### config.mk
export PLATFORM = sky130hd
export DESIGN_NAME = see_dual_combiner
export DESIGN_NICKNAME = d
export VERILOG_FILES = /design/src/rtl/see_comb_pkg.sv /design/src/rtl/see_chan_front.sv /design/src/rtl/see_fuse_decide.sv /design/src/rtl/see_err_tally.sv /design/src/rtl/see_dual_combiner.sv
export SDC_FILE = /design/constraint.sdc
export NUM_CORES = 1
export LEC_CHECK = 0
export BUFFER_PORTS_ARGS = -buffer_cell sky130_fd_sc_hd__clkbuf_2
export CAP_MARGIN = 20
export CORE_MARGIN = 2
export CORE_UTILIZATION = 30
export CTS_BUF_LIST = sky130_fd_sc_hd__clkbuf_4
export DETAILED_ROUTE_END_ITERATION = 6
export SLEW_MARGIN = 20
export SYNTH_ARGS = -nofsm -noshare
export SYNTH_HDL_FRONTEND = slang
export SYNTH_SLANG_ARGS = --single-unit
### constraint.sdc
create_clock -name clk -period 2.4 [get_ports clk]
set_clock_uncertainty 0.1 [all_clocks]
set_input_delay 0.48 -clock clk [delete_from_list [all_inputs] [get_ports clk]]
set_output_delay 0.48 -clock clk [all_outputs]
set_load 0.05 [all_outputs]
### src/rtl/see_comb_pkg.sv
package see_comb_pkg;
  typedef enum logic [1:0] {
    SRC_MEAN = 2'b00,
    SRC_A    = 2'b01,
    SRC_B    = 2'b10
  } src_e;
endpackage

### src/rtl/see_chan_front.sv
module see_chan_front #(
  parameter int S1_W   = 9,
  parameter int S2_W   = 7,
  parameter int SHIFT  = 4,
  parameter int WORD_W = S1_W + SHIFT + 1
) (
  input  logic              clk,
  input  logic              rst_n,
  input  logic              period_end_i,
  input  logic              hit_i,
  input  logic [S1_W-1:0]   s1_i,
  input  logic [S2_W-1:0]   s2_i,
  output logic [WORD_W-1:0] word_o,
  output logic              flag_o
);
  logic hit_q, hit_d;
  logic rail;

  // Sticky hit memory: cleared after the strobe, set by any pulse in the period.
  always_comb begin
    if (period_end_i) hit_d = 1'b0;
    else              hit_d = hit_q | hit_i;
  end

  always_ff @(posedge clk or negedge rst_n) begin
    if (!rst_n) hit_q <= 1'b0;
    else        hit_q <= hit_d;
  end

  // A fine code pinned at a rail shows the coarse stage left its range.
  assign rail   = (&s2_i) | ~(|s2_i);
  assign word_o = (WORD_W'(s1_i) << SHIFT) + WORD_W'(s2_i);
  assign flag_o = hit_q | hit_i | rail;

  a_r3_hit_cleared: assert property (@(posedge clk) disable iff (!rst_n)
    period_end_i |=> !hit_q);
  a_r3_hit_held: assert property (@(posedge clk) disable iff (!rst_n)
    (hit_q || hit_i) && !period_end_i |=> hit_q);
endmodule

### src/rtl/see_fuse_decide.sv
module see_fuse_decide
  import see_comb_pkg::*;
#(
  parameter int WORD_W = 14,
  parameter int OUT_W  = WORD_W + 1
) (
  input  logic [WORD_W-1:0] word_a_i,
  input  logic [WORD_W-1:0] word_b_i,
  input  logic              flag_a_i,
  input  logic              flag_b_i,
  input  logic [WORD_W-1:0] thr_i,
  output logic [OUT_W-1:0]  out_word_o,
  output src_e              src_o,
  output logic              uncorr_o,
  output logic              event_o
);
  logic [WORD_W-1:0] mag;
  logic              big;
  logic [OUT_W-1:0]  mean_w, a_w, b_w;

  always_comb begin
    if (word_a_i >= word_b_i) mag = word_a_i - word_b_i;
    else                      mag = word_b_i - word_a_i;
  end

  assign big    = mag > thr_i;
  assign mean_w = OUT_W'(word_a_i) + OUT_W'(word_b_i);
  assign a_w    = {word_a_i, 1'b0};
  assign b_w    = {word_b_i, 1'b0};

  always_comb begin
    out_word_o = a_w;
    src_o      = SRC_A;
    uncorr_o   = 1'b0;
    unique case ({flag_a_i, flag_b_i})
      2'b00: begin
        if (big) uncorr_o = 1'b1;
        else begin
          out_word_o = mean_w;
          src_o      = SRC_MEAN;
        end
      end
      2'b10: begin
        out_word_o = b_w;
        src_o      = SRC_B;
      end
      2'b01: ;
      default: uncorr_o = 1'b1;
    endcase
  end

  assign event_o = flag_a_i | flag_b_i | big;
endmodule

### src/rtl/see_err_tally.sv
module see_err_tally #(
  parameter int CNT_W = 16
) (
  input  logic             clk,
  input  logic             rst_n,
  input  logic             en_i,
  input  logic             inc_i,
  output logic [CNT_W-1:0] cnt_o
);
  localparam logic [CNT_W-1:0] CNT_MAX = {CNT_W{1'b1}};

  logic [CNT_W-1:0] cnt_q, cnt_d;

  always_comb begin
    cnt_d = cnt_q;
    if (en_i && inc_i && cnt_q != CNT_MAX) cnt_d = cnt_q + 1'b1;
  end

  always_ff @(posedge clk or negedge rst_n) begin
    if (!rst_n) cnt_q <= '0;
    else        cnt_q <= cnt_d;
  end

  assign cnt_o = cnt_q;

  a_r9_saturates: assert property (@(posedge clk) disable iff (!rst_n)
    cnt_q == CNT_MAX |=> cnt_q == CNT_MAX);
  a_r9_no_step_back: assert property (@(posedge clk) disable iff (!rst_n)
    1'b1 |=> cnt_q >= $past(cnt_q));
  a_r9_idle_holds: assert property (@(posedge clk) disable iff (!rst_n)
    !(en_i && inc_i) |=> $stable(cnt_q));
endmodule

### src/rtl/see_dual_combiner.sv
module see_dual_combiner
  import see_comb_pkg::*;
#(
  parameter int S1_W    = 9,
  parameter int S2_W    = 7,
  parameter int SHIFT   = 4,
  parameter int CNT_W   = 16,
  parameter int THR_DEF = 8,
  localparam int WORD_W = S1_W + SHIFT + 1,
  localparam int OUT_W  = WORD_W + 1
) (
  input  logic              clk,
  input  logic              rst_n,
  input  logic              sample_i,
  input  logic [S1_W-1:0]   a_s1_i,
  input  logic [S2_W-1:0]   a_s2_i,
  input  logic [S1_W-1:0]   b_s1_i,
  input  logic [S2_W-1:0]   b_s2_i,
  input  logic              a_hit_i,
  input  logic              b_hit_i,
  input  logic              thr_we_i,
  input  logic [WORD_W-1:0] thr_i,
  output logic              out_valid_o,
  output logic [OUT_W-1:0]  out_word_o,
  output logic [1:0]        sel_o,
  output logic              uncorr_o,
  output logic [1:0]        flags_o,
  output logic [CNT_W-1:0]  err_cnt_o
);
  localparam int NCH = 2;

  logic [S1_W-1:0]   s1_v  [NCH];
  logic [S2_W-1:0]   s2_v  [NCH];
  logic [NCH-1:0]    hit_v;
  logic [WORD_W-1:0] word_v [NCH];
  logic [NCH-1:0]    flag_v;

  assign s1_v[0] = a_s1_i;
  assign s2_v[0] = a_s2_i;
  assign s1_v[1] = b_s1_i;
  assign s2_v[1] = b_s2_i;
  assign hit_v   = {b_hit_i, a_hit_i};

  for (genvar c = 0; c < NCH; c++) begin : g_chan
    see_chan_front #(
      .S1_W(S1_W), .S2_W(S2_W), .SHIFT(SHIFT), .WORD_W(WORD_W)
    ) i_front (
      .clk(clk), .rst_n(rst_n), .period_end_i(sample_i),
      .hit_i(hit_v[c]), .s1_i(s1_v[c]), .s2_i(s2_v[c]),
      .word_o(word_v[c]), .flag_o(flag_v[c])
    );
  end

  // Threshold register
  logic [WORD_W-1:0] thr_q, thr_d;
  always_comb begin
    thr_d = thr_q;
    if (thr_we_i) thr_d = thr_i;
  end
  always_ff @(posedge clk or negedge rst_n) begin
    if (!rst_n) thr_q <= WORD_W'(THR_DEF);
    else        thr_q <= thr_d;
  end

  logic [OUT_W-1:0] dec_word;
  src_e             dec_src;
  logic             dec_unc, dec_evt;

  see_fuse_decide #(.WORD_W(WORD_W), .OUT_W(OUT_W)) i_decide (
    .word_a_i(word_v[0]), .word_b_i(word_v[1]),
    .flag_a_i(flag_v[0]), .flag_b_i(flag_v[1]),
    .thr_i(thr_q),
    .out_word_o(dec_word), .src_o(dec_src),
    .uncorr_o(dec_unc), .event_o(dec_evt)
  );

  see_err_tally #(.CNT_W(CNT_W)) i_tally (
    .clk(clk), .rst_n(rst_n), .en_i(sample_i), .inc_i(dec_evt),
    .cnt_o(err_cnt_o)
  );

  // Output registers, loaded only on the strobe
  logic [OUT_W-1:0] word_q, word_d;
  logic [1:0]       sel_q, sel_d, flg_q, flg_d;
  logic             unc_q, unc_d, vld_q;

  always_comb begin
    word_d = word_q;
    sel_d  = sel_q;
    flg_d  = flg_q;
    unc_d  = unc_q;
    if (sample_i) begin
      word_d = dec_word;
      sel_d  = dec_src;
      flg_d  = flag_v;
      unc_d  = dec_unc;
    end
  end

  always_ff @(posedge clk or negedge rst_n) begin
    if (!rst_n) begin
      word_q <= '0;
      sel_q  <= '0;
      flg_q  <= '0;
      unc_q  <= 1'b0;
      vld_q  <= 1'b0;
    end else begin
      word_q <= word_d;
      sel_q  <= sel_d;
      flg_q  <= flg_d;
      unc_q  <= unc_d;
      vld_q  <= sample_i;
    end
  end

  assign out_valid_o = vld_q;
  assign out_word_o  = word_q;
  assign sel_o       = sel_q;
  assign uncorr_o    = unc_q;
  assign flags_o     = flg_q;

  a_r8_valid_after_strobe: assert property (@(posedge clk) disable iff (!rst_n)
    sample_i |=> out_valid_o);
  a_r8_valid_single: assert property (@(posedge clk) disable iff (!rst_n)
    !sample_i |=> !out_valid_o);
  a_r8_word_held: assert property (@(posedge clk) disable iff (!rst_n)
    !sample_i |=> $stable(out_word_o) && $stable(sel_o));
  a_r4_mean_unflagged: assert property (@(posedge clk) disable iff (!rst_n)
    out_valid_o && sel_o == 2'b00 |-> flags_o == 2'b00 && !uncorr_o);
  a_r6_fallback_is_a: assert property (@(posedge clk) disable iff (!rst_n)
    out_valid_o && uncorr_o |-> sel_o == 2'b01 && !out_word_o[0]);
  a_r5_pick_unflagged: assert property (@(posedge clk) disable iff (!rst_n)
    out_valid_o && $onehot(flags_o) |-> !uncorr_o && (sel_o & flags_o) == 2'b00);
endmodule

Yosys cells after proc, flatten, opt, wreduce, memory -nomap -nowiden
Index checks and enable logic that the tools add are counted.
{"block": "word_totals", "ff_bits": 53, "output_inout_bits": 37}
{"block": "op_classes", "add_sub_neg": 6, "magnitude_cmp": 2, "eq_ne": 3, "n_mux": 9, "n_bitwise": 10, "n_reduce_logical": 8}
{"cell": "case mux 15 bit (2 select lines)", "n": 1}
{"cell": "adder 13 x 7 -> 14 bit", "n": 2}
{"cell": "subtractor 14 bit", "n": 2}
{"cell": "adder 16 x 1 -> 16 bit (second input constant)", "n": 1}
{"cell": "!= test 16 bit (second input constant)", "n": 1}
{"cell": "adder 14 x 14 -> 15 bit", "n": 1}
{"cell": "2-to-1 mux 15 bit", "n": 1}
{"cell": "greater-or-equal comparator 14 bit", "n": 1}
{"cell": "> comparator 14 bit", "n": 1}
{"cell": "2-to-1 mux 14 bit", "n": 1}
{"cell": "AND reduction 7 bit", "n": 2}
{"cell": "OR reduction 7 bit", "n": 2}
{"cell": "bitwise OR 1 bit", "n": 8}
{"cell": "2-to-1 mux 1 bit", "n": 4}
{"cell": "case mux 2 bit (2 select lines)", "n": 1}
{"cell": "equality test 2 x 1 -> 1 bit (second input constant)", "n": 1}
{"cell": "equality test 2 bit (second input constant)", "n": 1}
{"cell": "logical AND 1 bit", "n": 2}
{"cell": "logical NOT 2 bit", "n": 1}
{"cell": "NOT 1 bit", "n": 2}
{"cell": "case mux 1 bit (2 select lines)", "n": 1}
{"cell": "OR reduction 2 bit", "n": 1}

Depth between registers and ports, before layout
Gate-level depths: netlist of the first run.
{"block": "depth", "ltp_word": 8, "ltp_mapped": 26}

Hierarchy
From an unflattened synthesis of the first run, not the netlist that was laid out.
{"block": "hier_totals", "hier_cells": 571, "area_unflattened_um2": 5247.5}
{"mod": "see_fuse_decide", "n_inst": 1, "cells_per_inst": 345, "area_per_inst_um2": 2494.9, "seq_area_each_um2": 0.0}
{"mod": "see_dual_combiner", "n_inst": 1, "cells_per_inst": 72, "area_per_inst_um2": 1286.2, "seq_area_each_um2": 877.1}
{"mod": "see_err_tally", "n_inst": 1, "cells_per_inst": 74, "area_per_inst_um2": 803.3, "seq_area_each_um2": 400.4}
{"mod": "see_chan_front", "n_inst": 2, "cells_per_inst": 40, "area_per_inst_um2": 331.6, "seq_area_each_um2": 25.0}

Least setup slack after synthesis of the first run
OpenSTA, ideal clock, no wires.
{"block": "synth_path", "path_kind": "input-to-reg", "startpoint": "input port b_s1_i[0]", "endpoint": "register i_tally.cnt_q[1] (netlist: i_tally.cnt_o[1])", "setup_time_ns": 0.128, "arrival_time_ns": 5.514, "required_time_ns": 2.172, "slack_ns": -3.342, "path_stages": 25, "path_cell_list": "ha_1 inv_1 fa_1 nor2b_1 or2_2 nand2_1 xnor2_1 ha_1 buf_2 or4b_4 nor2_2 nand4_1 a31oi_1 o21bai_2 buf_8 mux2i_1 xnor2_1 ha_1 nand4_1 or4_1 o311ai_0 o2111a_1 nand2b_4 nand2b_4 mux2_1"}
{"block": "synth_via", "elab_chain_cells": 7, "word_cells_on_any_way": 9, "cone_classes": "add/sub: 3; order compare: 2; mux: 1; bitwise: 1; reduce/logical: 2"}
{"element": "start: declaration", "line": "see_dual_combiner.sv:17", "source": "input logic [S1_W-1:0] b_s1_i,"}
{"element": "adder 13 x 7 -> 14 bit (*)", "line": "see_chan_front.sv:32", "source": "assign word_o = (WORD_W'(s1_i) << SHIFT) + WORD_W'(s2_i);"}
{"element": "subtractor 14 bit, or another cell as far along", "line": "see_fuse_decide.sv:23", "source": "else mag = word_b_i - word_a_i;"}
{"element": "2-to-1 mux 14 bit (*)", "line": "see_fuse_decide.sv:22", "source": "if (word_a_i >= word_b_i) mag = word_a_i - word_b_i;"}
{"element": "> comparator 14 bit (*)", "line": "see_fuse_decide.sv:26", "source": "assign big = mag > thr_i;"}
{"element": "bitwise OR 1 bit (*)", "line": "see_fuse_decide.sv:52", "source": "assign event_o = flag_a_i | flag_b_i | big;"}
{"element": "logical AND 1 bit (*) (2 in series)", "line": "see_err_tally.sv:16", "source": "if (en_i && inc_i && cnt_q != CNT_MAX) cnt_d = cnt_q + 1'b1;"}
{"element": "end signal: assignment", "line": "see_err_tally.sv:21", "source": "else cnt_q <= cnt_d;"}
{"element": "end: declaration", "line": "see_err_tally.sv:12", "source": "logic [CNT_W-1:0] cnt_q, cnt_d;"}
Every way passes the cells marked *; elsewhere a longest branch is shown, timed or not.
A chain may end at the register's enable or synchronous reset.

Worst setup path after layout of the first run
{"block": "layout_path", "startpoint": "input port b_s1_i[0]", "endpoint": "register i_tally.cnt_q[6] (netlist: i_tally.cnt_o[6])"}
The elaborated chain is that of the path after synthesis.

==> results of run 1 <==
repair_timing:
item                       4_1_cts  5_1_grt
buffers inserted                 5        9
pin swaps                       13       25
setup endpoints to repair       33       33
hold endpoints to repair        21        0
gates resized for setup         41       45
gates cloned                     1        0
hold buffers                     1        0
area by class of cell:
cell class | count | area (µm²)
Sequential cell | 53 | 1328
Antenna cell | 1 | 2.502
Multi-Input combinational cell | 482 | 3910
Clock inverter | 2 | 38.79
Tap cell | 220 | 275.3
Inverter | 62 | 232.7
Timing Repair Buffer | 287 | 2032
Fill cell | 1656 | 8837
Clock buffer | 6 | 45.04
critical path, stage by stage:
cell,delay [ns]
sky130_fd_sc_hd__buf_6,0.07
sky130_fd_sc_hd__ha_4,0.13
sky130_fd_sc_hd__inv_2,0.03
sky130_fd_sc_hd__fa_2,0.34
sky130_fd_sc_hd__nor2b_2,0.13
sky130_fd_sc_hd__or2_4,0.13
sky130_fd_sc_hd__nand2_2,0.06
sky130_fd_sc_hd__xnor2_2,0.14
sky130_fd_sc_hd__ha_1,0.30
sky130_fd_sc_hd__buf_6,0.12
sky130_fd_sc_hd__or4b_4,0.50
sky130_fd_sc_hd__buf_4,0.16
sky130_fd_sc_hd__o311a_1,0.34
sky130_fd_sc_hd__o41ai_1,0.35
sky130_fd_sc_hd__mux2i_1,0.15
sky130_fd_sc_hd__xnor2_1,0.15
sky130_fd_sc_hd__ha_1,0.29
sky130_fd_sc_hd__nand4_1,0.09
sky130_fd_sc_hd__buf_4,0.17
sky130_fd_sc_hd__or4_4,0.44
sky130_fd_sc_hd__o311ai_4,0.10
sky130_fd_sc_hd__o2111a_2,0.27
sky130_fd_sc_hd__buf_6,0.11
sky130_fd_sc_hd__and4b_2,0.26
sky130_fd_sc_hd__nand4_1,0.12
sky130_fd_sc_hd__xnor2_1,0.12
registers in the layout, summed over array words and instances (netlist names):
signal and flops:
flags_o 2, g_chan.i_front.hit_q 2, i_tally.cnt_o 16, out_valid_o 1
out_word_o 15, sel_o 2, thr_q 14, uncorr_o 1
worst paths after layout:
kind	from	endpoint	slack, ns	cells past startpoint
setup / recovery	b_s1_i[0]	i_tally.cnt_o[6]	-2.90	26
hold / removal	thr_i[1]	thr_q[1]	0.15	3
setup reg to reg	thr_q[3]	i_tally.cnt_o[6]	-0.29	10
hold reg to reg	flags_o[1]	flags_o[1]	0.41	1
max in group asynchronous	rst_n	out_word_o[13]	1.16	3
min in group asynchronous	rst_n	i_tally.cnt_o[6]	0.46	2
kinds of logic after synthesis:
logic type,synth area share [%]
compound gates,18.82
xor+xnor,7.970
fa+ha+maj,16.96
buf+inv,6.783
flops,25.70
mux,3.876
simple gates,19.89
metal layers:
| metal | vias up | part of all wire [%] |
|---|---|---|
| li1 | 2725 | - |
| met1 | 2491 | 49 |
| met2 | 102 | 46 |
| met3 | 17 | 3.5 |
| met4 | 0 | 1.9 |
| met5 | - | 0 |
synthesized netlist by cell type, types with 2 or more instances:
| library cell | instances | area [µm²] |
|---|---|---|
| sky130_fd_sc_hd__fa_1 | 5 | 100.1 |
| sky130_fd_sc_hd__and2_1 | 3 | 18.77 |
| sky130_fd_sc_hd__o21bai_1 | 4 | 30.03 |
| sky130_fd_sc_hd__nand2_1 | 66 | 247.7 |
| sky130_fd_sc_hd__mux2_2 | 7 | 78.83 |
| sky130_fd_sc_hd__buf_2 | 4 | 20.02 |
| sky130_fd_sc_hd__dfrtp_1 | 52 | 1301 |
| sky130_fd_sc_hd__buf_4 | 2 | 15.01 |
| sky130_fd_sc_hd__or4_1 | 7 | 52.55 |
| sky130_fd_sc_hd__nor4_1 | 7 | 43.79 |
| sky130_fd_sc_hd__or3_1 | 2 | 12.51 |
| sky130_fd_sc_hd__xnor2_1 | 36 | 315.3 |
| sky130_fd_sc_hd__nor2b_1 | 3 | 18.77 |
| sky130_fd_sc_hd__clkbuf_1 | 13 | 48.80 |
| sky130_fd_sc_hd__nand2b_4 | 2 | 27.53 |
| sky130_fd_sc_hd__and3_1 | 7 | 43.79 |
| sky130_fd_sc_hd__nand3_1 | 13 | 65.06 |
| sky130_fd_sc_hd__nand2b_1 | 6 | 37.54 |
| sky130_fd_sc_hd__o21a_1 | 6 | 45.04 |
| sky130_fd_sc_hd__o31ai_1 | 5 | 37.54 |
| sky130_fd_sc_hd__ha_1 | 62 | 775.7 |
| sky130_fd_sc_hd__nor2_1 | 45 | 168.9 |
| sky130_fd_sc_hd__mux2i_1 | 11 | 110.1 |
| sky130_fd_sc_hd__buf_1 | 2 | 7.510 |
| sky130_fd_sc_hd__nor3_1 | 8 | 40.04 |
| sky130_fd_sc_hd__xor2_1 | 11 | 96.34 |
| sky130_fd_sc_hd__a221oi_1 | 6 | 52.55 |
| sky130_fd_sc_hd__a211oi_1 | 2 | 15.01 |
| sky130_fd_sc_hd__inv_1 | 62 | 232.7 |
| sky130_fd_sc_hd__nand3b_1 | 4 | 30.03 |
| sky130_fd_sc_hd__a21oi_1 | 40 | 200.2 |
| sky130_fd_sc_hd__a31oi_1 | 6 | 37.54 |
| sky130_fd_sc_hd__o211ai_1 | 6 | 45.04 |
| sky130_fd_sc_hd__o21ai_0 | 32 | 160.2 |
| sky130_fd_sc_hd__or2_2 | 3 | 18.77 |
| sky130_fd_sc_hd__and4_1 | 5 | 43.79 |
| sky130_fd_sc_hd__o2111ai_1 | 3 | 26.28 |
| sky130_fd_sc_hd__a21o_1 | 13 | 97.59 |
| sky130_fd_sc_hd__nand4_1 | 11 | 68.82 |
| sky130_fd_sc_hd__nor4_2 | 2 | 25.02 |
| sky130_fd_sc_hd__a41oi_1 | 8 | 70.07 |
stage by stage:
step	cells	area [µm²]
after floorplan	619	5259
after global placement	1091	7272
after detailed placement	1091	7272
after CTS	1105	7617
after global routing	1113	7864
final	1113	7864
power breakdown:
group | switching [mW] | internal [mW] | total [mW]
clock | 0.342 | 0.233 | 0.576
sequential | 0.110 | 1.02 | 1.13
combinational | 1.75 | 1.46 | 3.21
==> results_dict.tcl, run 1 <==
set metrics [dict create \
    total_chip_power_mw 4.924 \
    pre_cts_slack_ns -3.395 \
    setup.worst_path.end_class "flop" \
    tritoncts "built" \
    antenna_found_initial 1 \
    post_synth_instance_area_um2 5165 \
    top_usage_layer "met2" \
    syn-num-nets 738 \
    synth.distinct_cells 68 \
    grtUsageMet3_pct 2.132 \
    via_count 5335 \
    global_route.usage.met1_pct 25.79 \
    global_route_wire_length_before_repair_um 26490 \
    mapped_cells 619 \
    total_leakage_power_nw 3.896 \
    fmax_mhz 188.8 \
    timing.hold.ws_ns 0.1526 \
    synth_warnings 0 \
    path_max_fanout 4 \
    async_flop_share_pct 100.0 \
    maxCapViolations 0 \
    first_global_vias 5345 \
    ys_ff_latch 53 \
    root_buffer "sky130_fd_sc_hd__clkbuf_4" \
    arrival_ns 5.56 \
    worst_skew_pair.late_latency_ns 0.43 \
    floorplan.rows 47 \
    route.final.wire_length_um 16410 \
    layout_commonest_cell "sky130_fd_sc_hd__buf_4" \
    outcome "finished with violations" \
    globalRouteOverflowTotal 0 \
    final_routed_wire_length_divided_by_cell_count_um 14.74 \
    floorplan.die.width_um 135.2 \
    floorplan.initialDensity_pct 30.93 \
    dieArea_um2 18280 \
    ant_nets 0 \
    max_slew.worst_pin.slew_ns 0.8245 \
    finalCoreUtilization_pct 47.09 \
    syn_avg_cell_area_um2 8.344 \
    worst-endpoint-required_ns 2.67 \
    syn_to_final_growth_pct 52.25 \
    final-max-slew-violation-count 0 \
    timing.slew.headroom_pct 44.53 \
    layout.cells.most_common_list "184 x sky130_fd_sc_hd__buf_4, 86 x sky130_fd_sc_hd__clkbuf_2, 61 x sky130_fd_sc_hd__inv_1" \
    final.period_utilization_pct 220.7 \
    die_span_in_y_um 135.2 \
    all_layer_global_routing_usage_pct 18.07 \
    rsz0062_at_grt "true" \
    layout.nets 1010 \
    numClockSinks 53 \
    grtUsageMet2_pct 28.68 \
    cts-buffers-inserted 5 \
    clk_transition_reported_paths_ns 0.17 \
    critPathLaunchType "input pin" \
    setup_viol_count_final 33 \
    detail_route.first_pass.iterations 4 \
    ctsHtreeMaxLevel 2 \
    worst_ir_drop_on_vdd_mv 0.3304 \
    critPathKind "in -> reg" \
    largest_net_degree_at_the_start_of_global_routing 43 \
    shortest_period_the_worst_path_allows_ns 5.296 \
    finalWorstSetupSlack_ns -2.896 \
    ioPinCount 89 \
    route.detailed.vias_per_inst 4.793 \
    dr.first_iter.drc_count 274 \
    synth-seq-area-share_pct 25.70 \
    power.density_nw_per_um2 626.2 \
    worst_hold_path_type "in -> reg" \
    fin_tns_setup_ns -91.03 \
    cts_buffer_depth 2 \
    detail_route.drc_violations 0 \
    io_buffers 88 \
    post_route_cells_drive_above_1_share_pct 42.26 \
    core_area_um2 16700 \
    routabilityCongestion 0.8765 \
    yosys_most_used_dff "sky130_fd_sc_hd__dfrtp_1" \
    final-hold-violation-count 0 \
    dp_hpwl_um 13370 \
    failed_checks "negative setup slack" \
    synth_enable_flop_cells 0 \
]
Power figures use the tool's default switching activity.
==> inputs of run 2 (changes only) <==
--- a/config.mk
+++ b/config.mk
@@ -7,6 +7,7 @@
 export LEC_CHECK = 0
 export BUFFER_PORTS_ARGS = -buffer_cell sky130_fd_sc_hd__clkbuf_2
 export CAP_MARGIN = 20
+export CORE_ASPECT_RATIO = 0.9
 export CORE_MARGIN = 2
 export CORE_UTILIZATION = 30
 export CTS_BUF_LIST = sky130_fd_sc_hd__clkbuf_4
==> run 2 against run 1 <==
Compared with the run above: the flow still finishes with violations (negative setup slack); largest power group unchanged; via count up 2.0%; highest routed layer unchanged; sequential cell count unchanged; combinational power up 2%; worst setup slack worse by 0.071 ns.
==> results_dict.tcl, run 2 (synthesized netlist as in run 1, its figures left out) <==
set metrics [dict create \
    syn_to_final_growth_pct 53.17 \
    antenna_found_initial 0 \
    fmax_mhz 186.3 \
    arrival_ns 5.59 \
    final-max-slew-violation-count 0 \
    path_max_fanout 6 \
    worst_ir_drop_on_vdd_mv 0.3121 \
    tritoncts "built" \
    critPathLaunchType "input pin" \
    outcome "finished with violations" \
    ioPinCount 89 \
    route.final.wire_length_um 17210 \
    insertedDiodeCount 0 \
    ant_nets 0 \
    worst_skew_pair.late_latency_ns 0.41 \
    shortest_period_the_worst_path_allows_ns 5.367 \
    layout_commonest_cell "sky130_fd_sc_hd__buf_4" \
    layout.nets 1013 \
    cts_buffer_depth 2 \
    setup.worst_path.end_class "flop" \
    maxCapViolations 0 \
    post_route_cells_drive_above_1_share_pct 43.46 \
    startpoint "a_s1_i[1]" \
    numClockSinks 53 \
    pre_cts_slack_ns -3.427 \
    route.detailed.vias_per_inst 4.920 \
    global_route_wire_length_before_repair_um 26640 \
    timing.rr.start "thr_q[3]" \
    detail_route.first_pass.iterations 5 \
    floorplan.die.width_um 142.3 \
    via_count 5442 \
    io_buffers 88 \
    dp_hpwl_um 13520 \
    worst_hold_path_type "in -> reg" \
    total_leakage_power_nw 3.901 \
    all_layer_global_routing_usage_pct 18.24 \
    rsz0062_at_grt "true" \
    timing.hold.ws_ns 0.1616 \
    clk_transition_reported_paths_ns 0.16 \
    hp-start "thr_i[3]" \
    floorplan.initialDensity_pct 30.58 \
    setup_viol_count_final 33 \
    die_span_in_y_um 128.5 \
    detail_route.drc_violations 0 \
    finalWorstSetupSlack_ns -2.967 \
    cts-buffers-inserted 5 \
    layout.cells.most_common_list "190 x sky130_fd_sc_hd__buf_4, 86 x sky130_fd_sc_hd__clkbuf_2, 60 x sky130_fd_sc_hd__inv_1" \
    floorplan.rows 45 \
    routabilityCongestion 0.8546 \
    layout.filler_cells 1658 \
    globalRouteOverflowTotal 0 \
    critPathKind "in -> reg" \
    final.period_utilization_pct 223.6 \
    largest_net_degree_at_the_start_of_global_routing 43 \
    dr.first_iter.drc_count 252 \
    worst-endpoint-required_ns 2.62 \
    final_routed_wire_length_divided_by_cell_count_um 15.56 \
    dieArea_um2 18280 \
    core_area_um2 16890 \
    first_global_vias 5302 \
    max_slew.worst_pin.slew_ns 0.7913 \
    ctsHtreeMaxLevel 2 \
    failed_checks "negative setup slack" \
    number_of_flip_flops_in_the_largest_register 16 \
    timing.slew.headroom_pct 46.76 \
    final-hold-violation-count 0 \
    root_buffer "sky130_fd_sc_hd__clkbuf_4" \
    power.density_nw_per_um2 609.6 \
]
==> run 2: worst paths after layout <==
path / slack [ns] / to / depth (start not counted)
max reg2reg: -0.32 / i_tally.cnt_o[12] / 11
min: 0.16 / thr_q[3] / 3
max: -2.97 / i_tally.cnt_o[12] / 25
min in group asynchronous: 0.47 / i_tally.cnt_o[7] / 2
min reg2reg: 0.42 / flags_o[1] / 1
max in group asynchronous: 1.04 / out_word_o[13] / 3
==> run 2: worst max-delay path, stage by stage <==
cell and delay [ns]:
sky130_fd_sc_hd__clkbuf_2 0.11, sky130_fd_sc_hd__ha_4 0.23, sky130_fd_sc_hd__a21o_1 0.16, sky130_fd_sc_hd__a21oi_2 0.21, sky130_fd_sc_hd__xor2_1 0.21, sky130_fd_sc_hd__inv_1 0.11, sky130_fd_sc_hd__ha_4 0.25, sky130_fd_sc_hd__buf_4 0.13
sky130_fd_sc_hd__or4b_4 0.53, sky130_fd_sc_hd__nor2_2 0.09, sky130_fd_sc_hd__nand4_1 0.17, sky130_fd_sc_hd__a31oi_4 0.26, sky130_fd_sc_hd__o21bai_4 0.23, sky130_fd_sc_hd__mux2i_1 0.27, sky130_fd_sc_hd__xnor2_1 0.09, sky130_fd_sc_hd__ha_1 0.29
sky130_fd_sc_hd__nand4_1 0.21, sky130_fd_sc_hd__buf_4 0.23, sky130_fd_sc_hd__nor2_4 0.17, sky130_fd_sc_hd__o311ai_4 0.13, sky130_fd_sc_hd__o2111a_2 0.22, sky130_fd_sc_hd__nand2b_4 0.16, sky130_fd_sc_hd__buf_6 0.12, sky130_fd_sc_hd__nor3_2 0.17
sky130_fd_sc_hd__mux2_2 0.34
==> run 2: cell type report <==
cell class	instances	area [µm²]	area share (%)
clock inverter	2	15.01	0.1898
timing repair buffer	290	2033	25.70
clock buffer	6	45.04	0.5693
tap	211	264.0	3.337
sequential	53	1328	16.78
inverter	62	232.7	2.942
multi-input combinational	482	3994	50.48
==> run 2: what timing repair did <==
action / in CTS / in global routing
endpoints found under the hold margin: 21 / 0
pin swaps: 15 / 28
gates cloned: 1 / 0
endpoints found under the setup margin: 33 / 33
hold buffers: 1 / 0
buffers inserted: 8 / 11
resized for setup: 32 / 64
==> run 2: where the power goes <==
part | switching, mW | internal [mW]
Combinational | 1.80 | 1.46
Clock | 0.307 | 0.126
Sequential | 0.109 | 1.02
Total | 2.21 | 2.61
==> run 2: per-stage QoR <==
step                      power [mW]  std cells  setup TNS, ns  utilization, %  area [µm²]
after floorplan                2.869        619         -92.36               -        5259
after global placement         3.950       1080        -106.09           42.82        7233
after detailed placement       3.978       1080        -110.01           42.82        7233
after CTS                      4.571       1098         -90.84           44.71        7552
after global routing           5.169       1106         -98.47           46.84        7911
final                          4.823       1106         -92.48           46.84        7911
==> run 2: layer usage <==
metal	GRT usage [%]	wire length, µm
met1	27.06	8477
met2	27.56	7693
met3	3.052	819
met4	4.601	223
met5	0	0
==> inputs of run 3 (changes only) <==
--- a/config.mk
+++ b/config.mk
@@ -12,7 +12,7 @@
 export CORE_UTILIZATION = 30
 export CTS_BUF_LIST = sky130_fd_sc_hd__clkbuf_4
 export DETAILED_ROUTE_END_ITERATION = 6
-export SLEW_MARGIN = 20
+export PLACE_DENSITY = 0.47
 export SYNTH_ARGS = -nofsm -noshare
 export SYNTH_HDL_FRONTEND = slang
 export SYNTH_SLANG_ARGS = --single-unit
==> run 3 against run 2 <==
Compared with the run above: the flow still finishes with violations (negative setup slack); largest power group unchanged; via count grew 0.15%; largest cell class unchanged; critical endpoint is now i_tally.cnt_o[1]; total power is 3.8% higher; wire length is 3.6% higher; first-iteration DRC count up 1.2%; clock power is 35% higher; non-clock buffer count shrank 1.
==> results_dict.tcl, run 3 (synthesized netlist as in run 1, its figures left out) <==
set metrics [dict create \
    routabilityCongestion 0.9064 \
    dp_hpwl_um 14300 \
    ant_nets 0 \
    path_max_fanout 4 \
    switching_power_mw 2.265 \
    die_span_in_y_um 128.5 \
    maxCapViolations 0 \
    power.share.clock_pct 11.7 \
    floorplan.rows 45 \
    route.final.wire_length_um 17830 \
    largest_net_degree_at_the_start_of_global_routing 38 \
    top_usage_layer "met2" \
    grtUsageMet2_pct 31.12 \
    share_seq_of_total_power_pct 22.5 \
    setup.worst_path.end_class "flop" \
    first_global_vias 5568 \
    number_of_flip_flops_in_the_largest_register 16 \
    clk_transition_reported_paths_ns 0.17 \
    dieArea_um2 18280 \
    setup_viol_count_final 33 \
    dr.first_iter.drc_count 255 \
    pre_cts_slack_ns -3.287 \
    ioPinCount 89 \
    ctsHtreeMaxLevel 2 \
    numClockSinks 53 \
    io_buffers 88 \
    post_route_cells_drive_above_1_share_pct 44.18 \
    final-max-slew-violation-count 0 \
    total_leakage_power_nw 3.895 \
    power.density_nw_per_um2 627.3 \
    critPathKind "in -> reg" \
    floorplan.die.width_um 142.3 \
    via_count 5450 \
    final_routed_wire_length_divided_by_cell_count_um 16.12 \
    layout_commonest_cell "sky130_fd_sc_hd__buf_4" \
    all_layer_global_routing_usage_pct 19.63 \
    final.period_utilization_pct 215.4 \
    rsz0062_at_grt "true" \
    layout.cells.most_common_list "185 x sky130_fd_sc_hd__buf_4, 86 x sky130_fd_sc_hd__clkbuf_2, 59 x sky130_fd_sc_hd__inv_1" \
    critPathLaunchType "input pin" \
    cts_buffer_depth 2 \
    root_buffer "sky130_fd_sc_hd__clkbuf_4" \
    outcome "finished with violations" \
    cts-buffers-inserted 5 \
    detailed_place.area_um2 7288 \
    global_route.usage.met1_pct 28.57 \
    worst_ir_drop_on_vdd_mv 0.3277 \
    worst_skew_pair.late_latency_ns 0.42 \
    worst-endpoint-required_ns 2.63 \
    globalRouteOverflowTotal 0 \
    fmax_mhz 193.4 \
    intPower_mw 2.742 \
    syn_to_final_growth_pct 54.53 \
    detail_route.first_pass.iterations 4 \
    timing.slew.headroom_pct 54.07 \
    final-hold-violation-count 0 \
    tritoncts "built" \
    final_cell_area_um2 7981 \
    antenna_found_initial 1 \
    shortest_period_the_worst_path_allows_ns 5.170 \
    floorplan.initialDensity_pct 30.58 \
    grtUsageMet3_pct 2.568 \
    finalWorstSetupSlack_ns -2.770 \
    core_area_um2 16890 \
    global_route_wire_length_before_repair_um 28640 \
    arrival_ns 5.40 \
    layout.nets 1012 \
    power.switching_fraction_pct 45.24 \
    failed_checks "negative setup slack" \
    detail_route.drc_violations 0 \
    worst_hold_path_type "in -> reg" \
    route.detailed.vias_per_inst 4.928 \
    combinationalPowerShare_pct 65.8 \
    max_slew.worst_pin.slew_ns 0.6826 \
]
## run 3: worst max-delay path, cell delays in order
cell and delay [ns]:
sky130_fd_sc_hd__clkbuf_2 0.12, sky130_fd_sc_hd__ha_1 0.27, sky130_fd_sc_hd__a21o_1 0.17, sky130_fd_sc_hd__a21oi_1 0.23, sky130_fd_sc_hd__xnor2_1 0.27, sky130_fd_sc_hd__ha_4 0.29, sky130_fd_sc_hd__or4b_4 0.55, sky130_fd_sc_hd__nor2_2 0.10
sky130_fd_sc_hd__nand4_1 0.14, sky130_fd_sc_hd__a31oi_2 0.19, sky130_fd_sc_hd__o21bai_4 0.20, sky130_fd_sc_hd__buf_6 0.15, sky130_fd_sc_hd__buf_4 0.10, sky130_fd_sc_hd__mux2_4 0.30, sky130_fd_sc_hd__ha_4 0.27, sky130_fd_sc_hd__nand2_1 0.07
sky130_fd_sc_hd__or4_4 0.55, sky130_fd_sc_hd__o311ai_4 0.10, sky130_fd_sc_hd__o2111a_2 0.29, sky130_fd_sc_hd__nand2b_4 0.15, sky130_fd_sc_hd__nand2b_4 0.14, sky130_fd_sc_hd__mux2_4 0.30
## run 3: what timing repair did
action / in CTS / in global routing
hold buffers: 1 / 0
endpoints found under the hold margin: 21 / 0
buffers inserted: 8 / 5
pin swaps: 19 / 25
resized for setup: 54 / 49
cloned: 1 / 0
endpoints found under the setup margin: 33 / 33
## run 3: worst paths after layout
path,from,to,slack [ns],cells past startpoint
min in group asynchronous,rst_n,i_tally.cnt_o[10],0.46,2
setup reg to reg,thr_q[3],i_tally.cnt_o[1],-0.28,9
hold / removal,thr_i[4],thr_q[4],0.16,3
setup / recovery,b_s2_i[5],i_tally.cnt_o[1],-2.77,22
hold reg to reg,flags_o[1],flags_o[1],0.42,1
max in group asynchronous,rst_n,flags_o[1],1.14,3
## run 3: per-stage QoR
step                util [%]  hold WS, ns  TNS (ns)  total power, mW  std cells
floorplan                  -      0.08441    -92.36            2.869        619
detailed placement     43.15       0.3724   -105.26            4.031       1084
global route           47.25       0.1326    -93.39            5.369       1106
global placement       43.15       0.3730   -103.31            4.003       1084
CTS                    45.79       0.1207    -84.46            4.853       1102
finish                 47.25       0.1577    -87.02            5.006       1106
## run 3: layer usage
| metal | up-vias | routed length [µm] |
|---|---|---|
| met5 | - | 0 |
| met4 | 0 | 270 |
| met3 | 18 | 564 |
| met2 | 111 | 7885 |
| met1 | 2590 | 9105 |
| li1 | 2731 | - |
## run 3: power by group through the flow
stage	combinational (mW)	clock, mW	sequential, mW
after global routing	3.58	0.643	1.15
after detailed placement	2.89	0	1.14
after global placement	2.86	0	1.14
after CTS	3.11	0.614	1.13
final	3.29	0.584	1.13
after floorplan	1.36	0	1.51
## run 3: final cells by class
| type | instances | area, µm² |
|---|---|---|
| diodes | 1 | 2.502 |
| clock buffers | 6 | 45.04 |
| clock inverters | 2 | 38.79 |
| fillers | 1686 | 8910 |
| inverters | 62 | 232.7 |
| multi-input cells | 482 | 4004 |
| flip-flops and latches | 53 | 1328 |
| well taps | 211 | 264.0 |
| repair buffers | 289 | 2067 |
